`src/rtl/thu_pkg.sv`:
```
package thu_pkg;
    typedef enum logic [1:0] {
        MODE_CLIP  = 2'd0,
        MODE_QUANT = 2'd1,
        MODE_HYST  = 2'd2,
        MODE_CLIPX = 2'd3
    } mode_e;
endpackage

```
`src/rtl/thu_classify.sv`:
```
module thu_classify #(
    parameter int DW  = 8,
    parameter int NTH = 5,
    parameter int BW  = 2
) (
    input  logic [DW-1:0]     pix,
    input  logic [NTH*DW-1:0] th_flat,
    output logic [BW-1:0]     bin,
    output logic [DW-1:0]     quant_val,
    output logic [DW-1:0]     clip_val,
    output logic              at_high,
    output logic              below_low
);
    logic [DW-1:0] th [NTH];
    logic [NTH-1:0] ge;

    for (genvar i = 0; i < NTH; i++) begin : g_th
        assign th[i] = th_flat[i*DW +: DW];
        assign ge[i] = (pix >= th[i]);
    end

    // bin index: inner thresholds 1..NTH-2 reached by the pixel
    always_comb begin
        bin = '0;
        for (int i = 1; i < NTH-1; i++) begin
            if (ge[i]) bin = bin + BW'(1);
        end
    end

    // lowest threshold at or above the pixel, top threshold otherwise
    always_comb begin
        quant_val = th[NTH-1];
        for (int i = NTH-1; i >= 0; i--) begin
            if (th[i] >= pix) quant_val = th[i];
        end
    end

    always_comb begin
        if (!ge[0])                clip_val = th[0];
        else if (pix > th[NTH-1])  clip_val = th[NTH-1];
        else                       clip_val = pix;
    end

    assign at_high   = ge[NTH-1];
    assign below_low = !ge[0];
endmodule

```
`src/rtl/thu_mode.sv`:
```
module thu_mode
    import thu_pkg::*;
#(
    parameter int DW = 8
) (
    input  logic          clk,
    input  logic          rst_n,
    input  logic          in_valid,
    input  logic          in_sol,
    input  logic [1:0]    mode,
    input  logic [DW-1:0] clip_val,
    input  logic [DW-1:0] quant_val,
    input  logic          at_high,
    input  logic          below_low,
    input  logic [DW-1:0] th_lo,
    input  logic [DW-1:0] th_hi,
    output logic          out_valid,
    output logic [DW-1:0] out_pix
);
    typedef struct packed {
        logic          vld;
        logic [DW-1:0] pix;
        logic          hyst;
        logic [1:0]    mode;
    } mode_st_t;

    mode_st_t st_d, st_q;
    logic     hyst_c;

    always_comb begin
        st_d     = st_q;
        st_d.vld = in_valid;
        hyst_c   = in_sol ? 1'b0 : st_q.hyst;
        if (at_high)        hyst_c = 1'b1;
        else if (below_low) hyst_c = 1'b0;
        if (in_valid) begin
            st_d.hyst = hyst_c;
            st_d.mode = mode;
            case (mode_e'(mode))
                MODE_QUANT: st_d.pix = quant_val;
                MODE_HYST:  st_d.pix = DW'(hyst_c);
                default:    st_d.pix = clip_val;
            endcase
        end
    end

    always_ff @(posedge clk or negedge rst_n) begin
        if (!rst_n) st_q <= '0;
        else        st_q <= st_d;
    end

    assign out_valid = st_q.vld;
    assign out_pix   = st_q.pix;

    // one result per accepted pixel, one cycle later
    a_r1_result_follows: assert property (@(posedge clk) disable iff (!rst_n)
        in_valid |=> out_valid);
    a_r1_no_spurious: assert property (@(posedge clk) disable iff (!rst_n)
        !in_valid |=> !out_valid);
    // clip output stays inside the outer thresholds
    a_r2_clip_range: assert property (@(posedge clk) disable iff (!rst_n)
        (in_valid && mode == 2'd0 && th_lo <= th_hi)
        |=> (out_pix >= $past(th_lo) && out_pix <= $past(th_hi)));
    // hysteresis result is binary
    a_r4_binary: assert property (@(posedge clk) disable iff (!rst_n)
        (out_valid && st_q.mode == 2'd2) |-> (out_pix <= DW'(1)));
    // line start below the high bound gives 0
    a_r4_line_start: assert property (@(posedge clk) disable iff (!rst_n)
        (in_valid && in_sol && mode == 2'd2 && !at_high) |=> (out_pix == '0));
endmodule

```
`src/rtl/thu_hist.sv`:
```
module thu_hist #(
    parameter int DW   = 8,
    parameter int NBIN = 4,
    parameter int BW   = 2,
    parameter int CW   = 32
) (
    input  logic                      clk,
    input  logic                      rst_n,
    input  logic                      in_valid,
    input  logic                      in_sof,
    input  logic                      in_eof,
    input  logic [DW-1:0]             pix,
    input  logic [BW-1:0]             bin,
    output logic [DW-1:0]             stat_max,
    output logic [NBIN-1:0][CW-1:0]   stat_hist
);
    localparam logic [CW-1:0] CNT_TOP = '1;

    typedef struct packed {
        logic [NBIN-1:0][CW-1:0] cnt;
        logic [DW-1:0]           run_max;
        logic [NBIN-1:0][CW-1:0] shist;
        logic [DW-1:0]           smax;
    } hist_st_t;

    hist_st_t      st_d, st_q;
    logic [CW-1:0] base;
    logic [DW-1:0] mx;

    always_comb begin
        st_d = st_q;
        base = '0;
        mx   = in_sof ? pix : ((pix > st_q.run_max) ? pix : st_q.run_max);
        if (in_valid) begin
            for (int b = 0; b < NBIN; b++) begin
                base = in_sof ? '0 : st_q.cnt[b];
                if (bin == BW'(b) && base != CNT_TOP) base = base + CW'(1);
                st_d.cnt[b] = base;
            end
            st_d.run_max = mx;
            if (in_eof) begin
                st_d.shist = st_d.cnt;
                st_d.smax  = mx;
            end
        end
    end

    always_ff @(posedge clk or negedge rst_n) begin
        if (!rst_n) st_q <= '0;
        else        st_q <= st_d;
    end

    assign stat_max  = st_q.smax;
    assign stat_hist = st_q.shist;

    for (genvar b = 0; b < NBIN; b++) begin : g_chk
        // within a frame a counter never goes down (no wrap)
        a_r7_no_wrap: assert property (@(posedge clk) disable iff (!rst_n)
            (in_valid && !in_sof) |=> (st_q.cnt[b] >= $past(st_q.cnt[b])));
    end
    // status holds except after an end-of-frame pixel
    a_r9_status_hold: assert property (@(posedge clk) disable iff (!rst_n)
        !(in_valid && in_eof) |=> ($stable(stat_max) && $stable(stat_hist)));
    // captured maximum covers the last pixel
    a_r8_max_last: assert property (@(posedge clk) disable iff (!rst_n)
        (in_valid && in_eof) |=> (stat_max >= $past(pix)));
    // a start-of-frame pixel leaves exactly one count in the frame
    a_r6_sof_seed: assert property (@(posedge clk) disable iff (!rst_n)
        (in_valid && in_sof) |=> ($countones(st_q.cnt) == 1 && st_q.cnt[$past(bin)] == CW'(1)));
endmodule

```
`src/rtl/thresh_hist_unit.sv`:
```
module thresh_hist_unit #(
    parameter int DW  = 8,
    parameter int NTH = 5,
    parameter int CW  = 32
) (
    input  logic                    clk,
    input  logic                    rst_n,
    input  logic [1:0]              mode,
    input  logic [NTH*DW-1:0]       thresholds,
    input  logic                    in_valid,
    input  logic [DW-1:0]           in_pix,
    input  logic                    in_sol,
    input  logic                    in_sof,
    input  logic                    in_eof,
    output logic                    out_valid,
    output logic [DW-1:0]           out_pix,
    output logic [DW-1:0]           stat_max,
    output logic [(NTH-1)*CW-1:0]   stat_hist
);
    localparam int NBIN = NTH - 1;
    localparam int BW   = (NBIN > 1) ? $clog2(NBIN) : 1;

    logic [BW-1:0]           bin;
    logic [DW-1:0]           quant_val;
    logic [DW-1:0]           clip_val;
    logic                    at_high;
    logic                    below_low;
    logic [NBIN-1:0][CW-1:0] hist_w;

    thu_classify #(.DW(DW), .NTH(NTH), .BW(BW)) u_classify (
        .pix       (in_pix),
        .th_flat   (thresholds),
        .bin       (bin),
        .quant_val (quant_val),
        .clip_val  (clip_val),
        .at_high   (at_high),
        .below_low (below_low)
    );

    thu_mode #(.DW(DW)) u_mode (
        .clk       (clk),
        .rst_n     (rst_n),
        .in_valid  (in_valid),
        .in_sol    (in_sol),
        .mode      (mode),
        .clip_val  (clip_val),
        .quant_val (quant_val),
        .at_high   (at_high),
        .below_low (below_low),
        .th_lo     (thresholds[DW-1:0]),
        .th_hi     (thresholds[NTH*DW-1 -: DW]),
        .out_valid (out_valid),
        .out_pix   (out_pix)
    );

    thu_hist #(.DW(DW), .NBIN(NBIN), .BW(BW), .CW(CW)) u_hist (
        .clk       (clk),
        .rst_n     (rst_n),
        .in_valid  (in_valid),
        .in_sof    (in_sof),
        .in_eof    (in_eof),
        .pix       (in_pix),
        .bin       (bin),
        .stat_max  (stat_max),
        .stat_hist (hist_w)
    );

    assign stat_hist = hist_w;
endmodule

```
`config.mk`:
```
export PLATFORM = sky130hd
export DESIGN_NAME = thresh_hist_unit
export DESIGN_NICKNAME = d
export VERILOG_FILES = /design/src/rtl/thu_pkg.sv /design/src/rtl/thu_classify.sv /design/src/rtl/thu_mode.sv /design/src/rtl/thu_hist.sv /design/src/rtl/thresh_hist_unit.sv
export SDC_FILE = /design/constraint.sdc
export NUM_CORES = 1
export LEC_CHECK = 0
export BUFFER_PORTS_ARGS = -buffer_cell sky130_fd_sc_hd__buf_2
export CORE_MARGIN = 2
export CORE_UTILIZATION = 55
export DETAILED_ROUTE_END_ITERATION = 7
export PLACE_DENSITY = 0.75
export SYNTH_ARGS = -nofsm -noshare
export SYNTH_HDL_FRONTEND = slang
export SYNTH_HIERARCHICAL = 1
export SYNTH_SLANG_ARGS = --single-unit
```
`constraint.sdc`:
```
create_clock -name clk -period 4.4 [get_ports clk]
set_input_delay 0.44 -clock clk [delete_from_list [all_inputs] [get_ports clk]]
set_output_delay 0.44 -clock clk [all_outputs]
set_load 0.03 [all_outputs]
```
==> results of run 1 <==
path summary, 6_finish.rpt:
| path | from | to | depth (start not counted) |
|---|---|---|---|
| min in group asynchronous | rst_n | u_hist/stat_hist[54] | 2 |
| worst max-delay path | in_pix[1] | u_hist/stat_hist[25] | 17 |
| worst max register to register | u_hist/st_q[240] | u_hist/stat_hist[98] | 9 |
| worst min register to register | u_hist/stat_hist[113] | u_hist/stat_hist[113] | 2 |
| max in group asynchronous | rst_n | u_hist/st_q[160] | 3 |
| worst min-delay path | in_sol | u_mode/st_q[2] | 4 |
power groups by stage:
stage	clock network, mW	logic (mW)	registers, mW
after CTS	2.78	1.52	3.00
after floorplan	0	1.18	2.98
after global placement	0	1.48	3.03
after detailed placement	0	1.51	3.05
after global routing	2.90	1.66	3.03
final	2.74	1.52	3.01
logic make-up after synthesis:
family,count (synthesis),share of synthesized area [%]
AND/OR/NAND/NOR,858,23.7
AO/OA/AOI/OAI,452,16.6
buffers and inverters,334,10.0
flip-flops,282,38.2
XOR/XNOR,99,4.69
adder cells (fa/ha/maj),56,3.79
multiplexers,55,3.04
routing by layer:
layer / track usage, % / vias up / part of all wire, % / wire length [um]
li1: - / 7547 / - / -
met1: 37.5 / 7752 / 43 / 21400
met2: 46.0 / 626 / 47 / 23600
met3: 5.14 / 100 / 7.0 / 3540
met4: 10.5 / 0 / 3.4 / 1710
met5: 0 / - / 0 / 0
critical path, stage by stage:
cell and delay, ns:
buf_2 0.16, inv_1 0.13, ha_1 0.32, nor2b_1 0.13, o211ai_1 0.21, a21oi_1 0.10
o22a_1 0.21, ha_1 0.32, xor2_1 0.18, buf_4 0.21, nor4bb_1 0.25, buf_4 0.17
nand4_1 0.11, nor3b_1 0.53, o2111ai_1 0.26, xnor2_1 0.17, a22o_1 0.17
flip-flops by register name, summed over array words and instances, names as in the netlist:
register	flops
u_mode/st_q	1
u_hist/stat_hist	128
u_mode/out_pix	8
u_hist/stat_max	8
u_mode/out_valid	1
u_hist/st_q	136
repair_timing:
action                                 in CTS  in global routing
endpoints found under the hold margin      96                  0
resized for setup                           0                  0
hold buffers                                1                  0
cell type report:
| cell class | instances | area share, % |
|---|---|---|
| antenna | 1 | 0.0125 |
| clock inverter | 16 | 1.02 |
| inverter | 72 | 1.35 |
| clock buffer | 42 | 4.34 |
| tap | 448 | 2.81 |
| timing repair buffer | 248 | 7.10 |
| sequential | 282 | 35.4 |
| multi-input combinational | 1520 | 48.0 |
through the flow:
step / power (mW) / setup WS (ns)
global placement: 4.51 / 0.305
detailed placement: 4.56 / 0.260
floorplan: 4.17 / 0.711
finish: 7.26 / 0.777
CTS: 7.30 / 0.841
global route: 7.59 / 0.481
layout by cell type (no fill, tap or decap), types with 59 or more instances in the layout:
cell and instances:
o21ai_0 132, inv_1 70, xnor2_1 59, nand3_1 98, dfrtp_1 282, nand2_1 262
a21oi_1 75, buf_2 197, nand4_1 64, nor2_1 176
==> impl_metrics.env, run 1 <==
export IMPL_comb_power_share_pct=20.9
export IMPL_ys_ff_latch=282
export IMPL_drt_total_wl_um=50200
export IMPL_outcome="finished, final reports clean"
export IMPL_place_inst=2569
export IMPL_cts_tree="done"
export IMPL_synthArstFlopShare_pct=100
export IMPL_ir_drop_v=0.000312
export IMPL_path_class="in2reg"
export IMPL_yosysWarnings=6
export IMPL_clock_sinks=282
export IMPL_max_cap_violations=0
export IMPL_fin_tns_setup_ns=0
export IMPL_syn_inst=2136
export IMPL_place_gp_congestion=0.910
export IMPL_ios=201
export IMPL_worstMarginPinSlew_ns=0.980
export IMPL_grt_max_degree=100
export IMPL_h_tree_depth=1
export IMPL_cts_buffer_depth=3
export IMPL_clockRootBuffer="clkbuf_16"
export IMPL_period_needed_ns=3.62
export IMPL_yosys_area_top_type="dfrtp_1"
export IMPL_wl_per_cell_um=19.1
export IMPL_drc=0
export IMPL_hold_class="in2reg"
export IMPL_nets=2267
export IMPL_clockPowerShare_pct=37.7
export IMPL_crit_required_ns=4.86
export IMPL_post_cts_buffers=0
export IMPL_rsz0062_at_grt="no"
export IMPL_setup_viol=0
export IMPL_end_kind="flop"
export IMPL_fmax_mhz=276
export IMPL_critPathMaxFanout=8
export IMPL_dp_hpwl_um=35100
export IMPL_viasPerCell=6.10
export IMPL_start_kind="input port"
export IMPL_grt_pass1_vias=15549
export IMPL_slew_headroom_pct=34.0
export IMPL_crit_arrival_ns=4.08
export IMPL_syn_area_um2=18500
export IMPL_die_y_um=187
export IMPL_placed_cell_area_um2=18900
export IMPL_gr_usage_all_layers_pct=28.2
export IMPL_firstDrtPassIters=5
export IMPL_synth_commonest_cells="dfrtp_1 (282), nand2_1 (264), nor2_1 (176), buf_4 (146), o21ai_0 (132)"
export IMPL_grt_pass1_wl_um=81100
export IMPL_instances_no_fill=2629
export IMPL_antenna_found_initial=1
export IMPL_maxSlewViolCount=0
export IMPL_synth_edf_count=0
export IMPL_switching_share_pct=32.3
export IMPL_p_leak_nw=8.85
export IMPL_finalHoldViolCount=0
export IMPL_period_share_pct=82.3
export IMPL_power_switching_mw=2.34
export IMPL_r2r_slack_ns=1.41
export IMPL_overflow=0
export IMPL_die_w_um=187
export IMPL_dieArea_um2=35100
export IMPL_synth_distinct_cells=91
export IMPL_syn_to_final_growth_pct=8.00
export IMPL_row_count=67
export IMPL_layout_drive_gt1_share_pct=16.6
export IMPL_synth_top_area_share_pct=38.2
export IMPL_seqPwrFrac_pct=41.4
export IMPL_nFillCells=2933
export IMPL_synth_area_top_cells="dfrtp_1 (38%), buf_4 (5.9%), nand2_1 (5.4%)"
export IMPL_synth_seq_area_share_pct=38.2
export IMPL_route_antenna_remaining_nets=0
export IMPL_port_buffers=200
export IMPL_power_density_nw_per_um2=364
export IMPL_synthesis_nets=2248
export IMPL_core_area_um2=33300
export IMPL_holdWs_ns=0.182
export IMPL_clk_pin_slew_ns=0.06
export IMPL_start_util_pct=55.5
export IMPL_avgSynthCellArea_um2=8.65
export IMPL_stdcell_area_um2=20000
export IMPL_drt_initial_drc_count=1141
export IMPL_yosys_cell_count_top_type="dfrtp_1"
export IMPL_p_int_mw=4.92
export IMPL_area_sequential_um2=7060
export IMPL_clk_latency_ns=0.57
export IMPL_cts_made_buffers=31
export IMPL_vias=16025
export IMPL_ys_flop_type="dfrtp_1"
export IMPL_skew_ns=0.0115
export IMPL_fin_util_pct=60.0
export IMPL_multi_input_area_um2=9580
No activity file was read; power rests on OpenSTA's default activity.
==> run 2, diff against run 1 <==
==> constraint.sdc (replaced) <==
create_clock -name clk -period 3.5 [get_ports clk]
set_input_delay 0.35 -clock clk [delete_from_list [all_inputs] [get_ports clk]]
set_output_delay 0.35 -clock clk [all_outputs]
set_load 0.03 [all_outputs]
==> impl_metrics.env, run 2 (synthesis gave the netlist of run 1 again) <==
export IMPL_switching_share_pct=31.3
export IMPL_r2r_start="u_hist/st_q[240]"
export IMPL_critPathMaxFanout=5
export IMPL_drt_initial_drc_count=1303
export IMPL_place_gp_congestion=0.889
export IMPL_clk_latency_ns=0.56
export IMPL_area_sequential_um2=7060
export IMPL_p_int_mw=6.41
export IMPL_nFillCells=2918
export IMPL_port_buffers=200
export IMPL_dieArea_um2=35100
export IMPL_clockPowerShare_pct=37.2
export IMPL_comb_power_share_pct=22.3
export IMPL_holdWs_ns=0.153
export IMPL_start_kind="input port"
export IMPL_ir_drop_v=0.000408
export IMPL_crit_required_ns=3.94
export IMPL_finalHoldViolCount=0
export IMPL_viasPerCell=5.99
export IMPL_start_util_pct=55.5
export IMPL_path_class="in2reg"
export IMPL_clk_pin_slew_ns=0.06
export IMPL_drc=0
export IMPL_seqPwrFrac_pct=40.5
export IMPL_clockRootBuffer="clkbuf_16"
export IMPL_cts_buffer_depth=3
export IMPL_fmax_mhz=306
export IMPL_firstDrtPassIters=6
export IMPL_crit_arrival_ns=3.70
export IMPL_hold_depth=4
export IMPL_h_tree_depth=1
export IMPL_ff2ff_path_depth=9
export IMPL_wl_per_cell_um=18.1
export IMPL_fin_util_pct=62.1
export IMPL_rsz0062_at_grt="no"
export IMPL_grt_max_degree=185
export IMPL_nets=2342
export IMPL_setup_viol=0
export IMPL_power_switching_mw=2.92
export IMPL_row_count=67
export IMPL_regMostFlops="u_hist/st_q"
export IMPL_end_kind="flop"
export IMPL_largest_reg_flops=136
export IMPL_placed_cell_area_um2=19500
export IMPL_route_antenna_remaining_nets=0
export IMPL_maxSlewViolCount=0
export IMPL_cts_tree="done"
export IMPL_period_needed_ns=3.26
export IMPL_r2r_slack_ns=0.47
export IMPL_power_density_nw_per_um2=451
export IMPL_die_y_um=187
export IMPL_period_share_pct=93.3
export IMPL_worstMarginPinSlew_ns=1.02
export IMPL_ios=201
export IMPL_layout_commonest_cell="dfrtp_1"
export IMPL_grt_pass1_vias=15884
export IMPL_clock_sinks=282
export IMPL_max_cap_violations=0
export IMPL_fin_total_pwr_mw=9.32
export IMPL_core_area_um2=33300
export IMPL_final_cell_mix="dfrtp_1 (282), nand2_1 (262), buf_2 (197)"
export IMPL_grt_pass1_wl_um=80700
export IMPL_min_from="in_sol"
export IMPL_p_leak_nw=9.30
export IMPL_syn_to_final_growth_pct=11.8
export IMPL_hold_class="in2reg"
export IMPL_r2r_end="u_hist/stat_hist[98]"
export IMPL_outcome="finished, final reports clean"
export IMPL_post_cts_buffers=0
export IMPL_dp_hpwl_um=34400
export IMPL_multi_input_area_um2=9600
export IMPL_drt_total_wl_um=49000
export IMPL_gr_usage_all_layers_pct=27.7
export IMPL_overflow=0
export IMPL_stdcell_area_um2=20700
export IMPL_antenna_found_initial=1
export IMPL_cts_made_buffers=30
export IMPL_skew_ns=0.0102
export IMPL_layout_drive_gt1_share_pct=19.5
export IMPL_die_w_um=187
export IMPL_holdPathEnd="u_mode/st_q[2]"
export IMPL_vias=16198
export IMPL_slew_headroom_pct=31.3
## run 2: layout make-up
cell class / count / share of cell area, %
Inverter: 72 / 1.31
Antenna cell: 1 / 0.0121
Multi-Input combinational cell: 1520 / 46.5
Clock buffer: 39 / 4.24
Tap cell: 448 / 2.71
Clock inverter: 16 / 1.07
Timing Repair Buffer: 324 / 10.0
Sequential cell: 282 / 34.2
## run 2: per-layer routing
metal	GRT usage (%)	routed length, um	share of wire, %
met1	36.6	21200	43
met2	47.7	23800	48
met3	3.62	2920	5.9
met4	8.21	1170	2.4
met5	0	0	0
## run 2: power groups by stage
stage / sequential [mW] / combinational [mW] / clock, mW
final: 3.78 / 2.07 / 3.47
after global routing: 3.81 / 2.26 / 3.69
after CTS: 3.77 / 2.07 / 3.55
after detailed placement: 3.83 / 2.05 / 0
after global placement: 3.81 / 2.01 / 0
after floorplan: 3.75 / 1.49 / 0
## run 2: worst max-delay path by stage
stage          slack (ns)       from               end  depth (start not counted)
2_1_floorplan      -0.005  in_pix[1]  u_hist/st_q[229]                         14
3_3_place_gp        -0.24  in_pix[1]  u_hist/st_q[230]                         17
3_5_place_dp        -0.37  in_pix[1]  u_hist/st_q[228]                         17
4_1_cts              0.18  in_pix[1]  u_hist/st_q[228]                         17
5_1_grt              0.01  in_pix[1]  u_hist/st_q[228]                         18
6_report             0.24  in_pix[1]  u_hist/st_q[228]                         17
## run 2: repair_timing
action	4_1_cts	5_1_grt
hold buffers	1	0
hold endpoints to repair	96	0
endpoints found under the setup margin	0	2
resized for setup	0	1
## run 2: metrics by stage
stage / setup TNS [ns] / worst slack, ns / std cells
4_1_cts: 0 / 0.177 / 2701
2_1_floorplan: -0.00508 / -0.00508 / 2136
6_report: 0 / 0.236 / 2702
5_1_grt: 0 / 0.0149 / 2701
3_3_place_gp: -3.79 / -0.239 / 2645
3_5_place_dp: -6.52 / -0.367 / 2645
## run 2: critical path, cell delays in order
cell and delay, ns:
buf_2 0.11, inv_1 0.13, ha_1 0.26, nor2b_1 0.13, o211ai_1 0.19, a21oi_1 0.09
o22a_1 0.20, ha_1 0.31, xor2_1 0.19, buf_4 0.20, nor2b_1 0.15, nand2_1 0.18
buf_4 0.20, a2111oi_1 0.44, buf_4 0.21, nand3_1 0.06, o311ai_0 0.29
==> run 3, diff against run 2 <==
==> constraint.sdc (replaced) <==
create_clock -name clk -period 3.5 [get_ports clk]
set_input_delay 0.175 -clock clk [delete_from_list [all_inputs] [get_ports clk]]
set_output_delay 0.175 -clock clk [all_outputs]
set_load 0.03 [all_outputs]
==> impl_metrics.env, run 3 (synthesis gave the netlist of run 1 again) <==
export IMPL_outcome="finished, final reports clean"
export IMPL_grt_pass1_wl_um=79800
export IMPL_hold_depth=5
export IMPL_end_kind="flop"
export IMPL_finalHoldViolCount=0
export IMPL_cts_buffer_depth=3
export IMPL_cts_tree="done"
export IMPL_post_cts_buffers=0
export IMPL_dp_hpwl_um=34300
export IMPL_die_y_um=187
export IMPL_vias=16112
export IMPL_setup_viol=0
export IMPL_ir_drop_v=0.000437
export IMPL_layout_drive_gt1_share_pct=18.2
export IMPL_placed_cell_area_um2=19200
export IMPL_die_w_um=187
export IMPL_path_class="in2reg"
export IMPL_grt_pass1_vias=15751
export IMPL_period_needed_ns=3.15
export IMPL_fin_total_pwr_mw=9.20
export IMPL_regMostFlops="u_hist/st_q"
export IMPL_crit_family="compound AO/OA/AOI/OAI gates"
export IMPL_antenna_found_initial=0
export IMPL_hold_class="in2reg"
export IMPL_max_stage_delay_ns=0.52
export IMPL_start_kind="input port"
export IMPL_place_gp_congestion=0.944
export IMPL_area_sequential_um2=7060
export IMPL_clk_pin_slew_ns=0.06
export IMPL_ios=201
export IMPL_worstPathCellList="buf_2 -> inv_1 -> ha_1 -> nor2b_1 -> o211ai_1 -> a21oi_1 -> o22a_1 -> inv_1 -> ha_1 -> nor2_1 -> a21oi_1 -> nor2b_1 -> nand2_1 -> buf_4 -> a2111oi_0 -> buf_4 -> nand3_1 -> o311ai_0"
export IMPL_clk_latency_ns=0.59
export IMPL_crit_required_ns=3.97
export IMPL_power_density_nw_per_um2=451
export IMPL_critPathMaxFanout=4
export IMPL_firstDrtPassIters=6
export IMPL_ff2ff_path_depth=8
export IMPL_dp_slack_ns=-0.257
export IMPL_cp_slowest_cell="a2111oi_0"
export IMPL_worstMarginPinSlew_ns=1.10
export IMPL_multi_input_area_um2=9580
export IMPL_largest_reg_flops=136
export IMPL_gr_usage_all_layers_pct=27.5
export IMPL_wl_per_cell_um=18.2
export IMPL_drt_initial_drc_count=1368
export IMPL_fin_ws_ns=0.352
export IMPL_nets=2318
export IMPL_clock_sinks=282
export IMPL_start_util_pct=55.5
export IMPL_port_buffers=200
export IMPL_rsz0062_at_grt="no"
export IMPL_final_cell_mix="dfrtp_1 (282), nand2_1 (262), buf_2 (197)"
export IMPL_core_area_um2=33300
export IMPL_fmax_mhz=318
export IMPL_stdcell_area_um2=20400
export IMPL_grt_max_degree=185
export IMPL_h_tree_depth=1
export IMPL_route_antenna_remaining_nets=0
export IMPL_overflow=0
export IMPL_dieArea_um2=35100
export IMPL_viasPerCell=6.02
export IMPL_p_leak_nw=9.13
export IMPL_slew_headroom_pct=26.2
export IMPL_clockRootBuffer="clkbuf_16"
export IMPL_crit_arrival_ns=3.62
export IMPL_drc=0
export IMPL_cts_made_buffers=31
export IMPL_crit_buf_inv=5
export IMPL_crit_cells=18
export IMPL_drt_total_wl_um=48800
export IMPL_max_cap_violations=0
export IMPL_antenna_cells=0
export IMPL_nFillCells=2897
export IMPL_layout_commonest_cell="dfrtp_1"
export IMPL_row_count=67
export IMPL_syn_to_final_growth_pct=10.5
export IMPL_fin_tns_setup_ns=0
export IMPL_skew_ns=0.0153
export IMPL_period_share_pct=90.0
export IMPL_maxSlewViolCount=0
-- run 3: routing by layer --
metal	global-route usage [%]	wire length [um]
met4	9.10	1430
met2	46.3	23200
met5	0	0
met1	36.3	20900
met3	4.48	3300
-- run 3: through the flow --
stage	hold WS, ns	std cells	utilization, %
2_1_floorplan	-0.121	2136	-
3_3_place_gp	0.194	2610	57.8
3_5_place_dp	0.205	2610	57.8
4_1_cts	0.00864	2678	61.3
5_1_grt	0.0594	2678	61.3
6_report	0.0303	2678	61.3
-- run 3: report_power, final --
part	internal [mW]	switching [mW]
Clock	2.02	1.41
Combinational	0.693	1.30
Sequential	3.53	0.245
Total	6.25	2.95
-- run 3: repair_timing --
| item | 4_1_cts | 5_1_grt |
|---|---|---|
| hold buffers | 11 | 0 |
| resized for setup | 0 | 0 |
| endpoints found under the hold margin | 81 | 0 |
-- run 3: final cells by class --
cell class / instances / share of cell area (%)
multi-input combinational: 1520 / 46.9
sequential: 282 / 34.6
timing repair buffer: 299 / 9.12
clock buffer: 41 / 4.38
tap: 448 / 2.75
inverter: 72 / 1.32
clock inverter: 16 / 0.926
-- run 3: path summary, 6_finish.rpt --
kind / from / endpoint / slack (ns)
setup / recovery: in_pix[1] / u_hist/st_q[228] / 0.35
hold / removal: thresholds[6] / u_mode/out_pix[6] / 0.03
setup reg to reg: u_hist/st_q[208] / u_hist/st_q[228] / 0.50
hold reg to reg: u_hist/stat_hist[109] / u_hist/stat_hist[109] / 0.47
max in group asynchronous: rst_n / u_hist/stat_hist[28] / 2.35
min in group asynchronous: rst_n / u_hist/stat_hist[52] / 0.12
-- run 3: tightest hold or removal path: cells and delay by family --
kind	cells	cell delay, ns
and+or+nand+nor	2	0.15
AOI/OAI and AO/OA	2	0.12
buffers and inverters	1	0.12
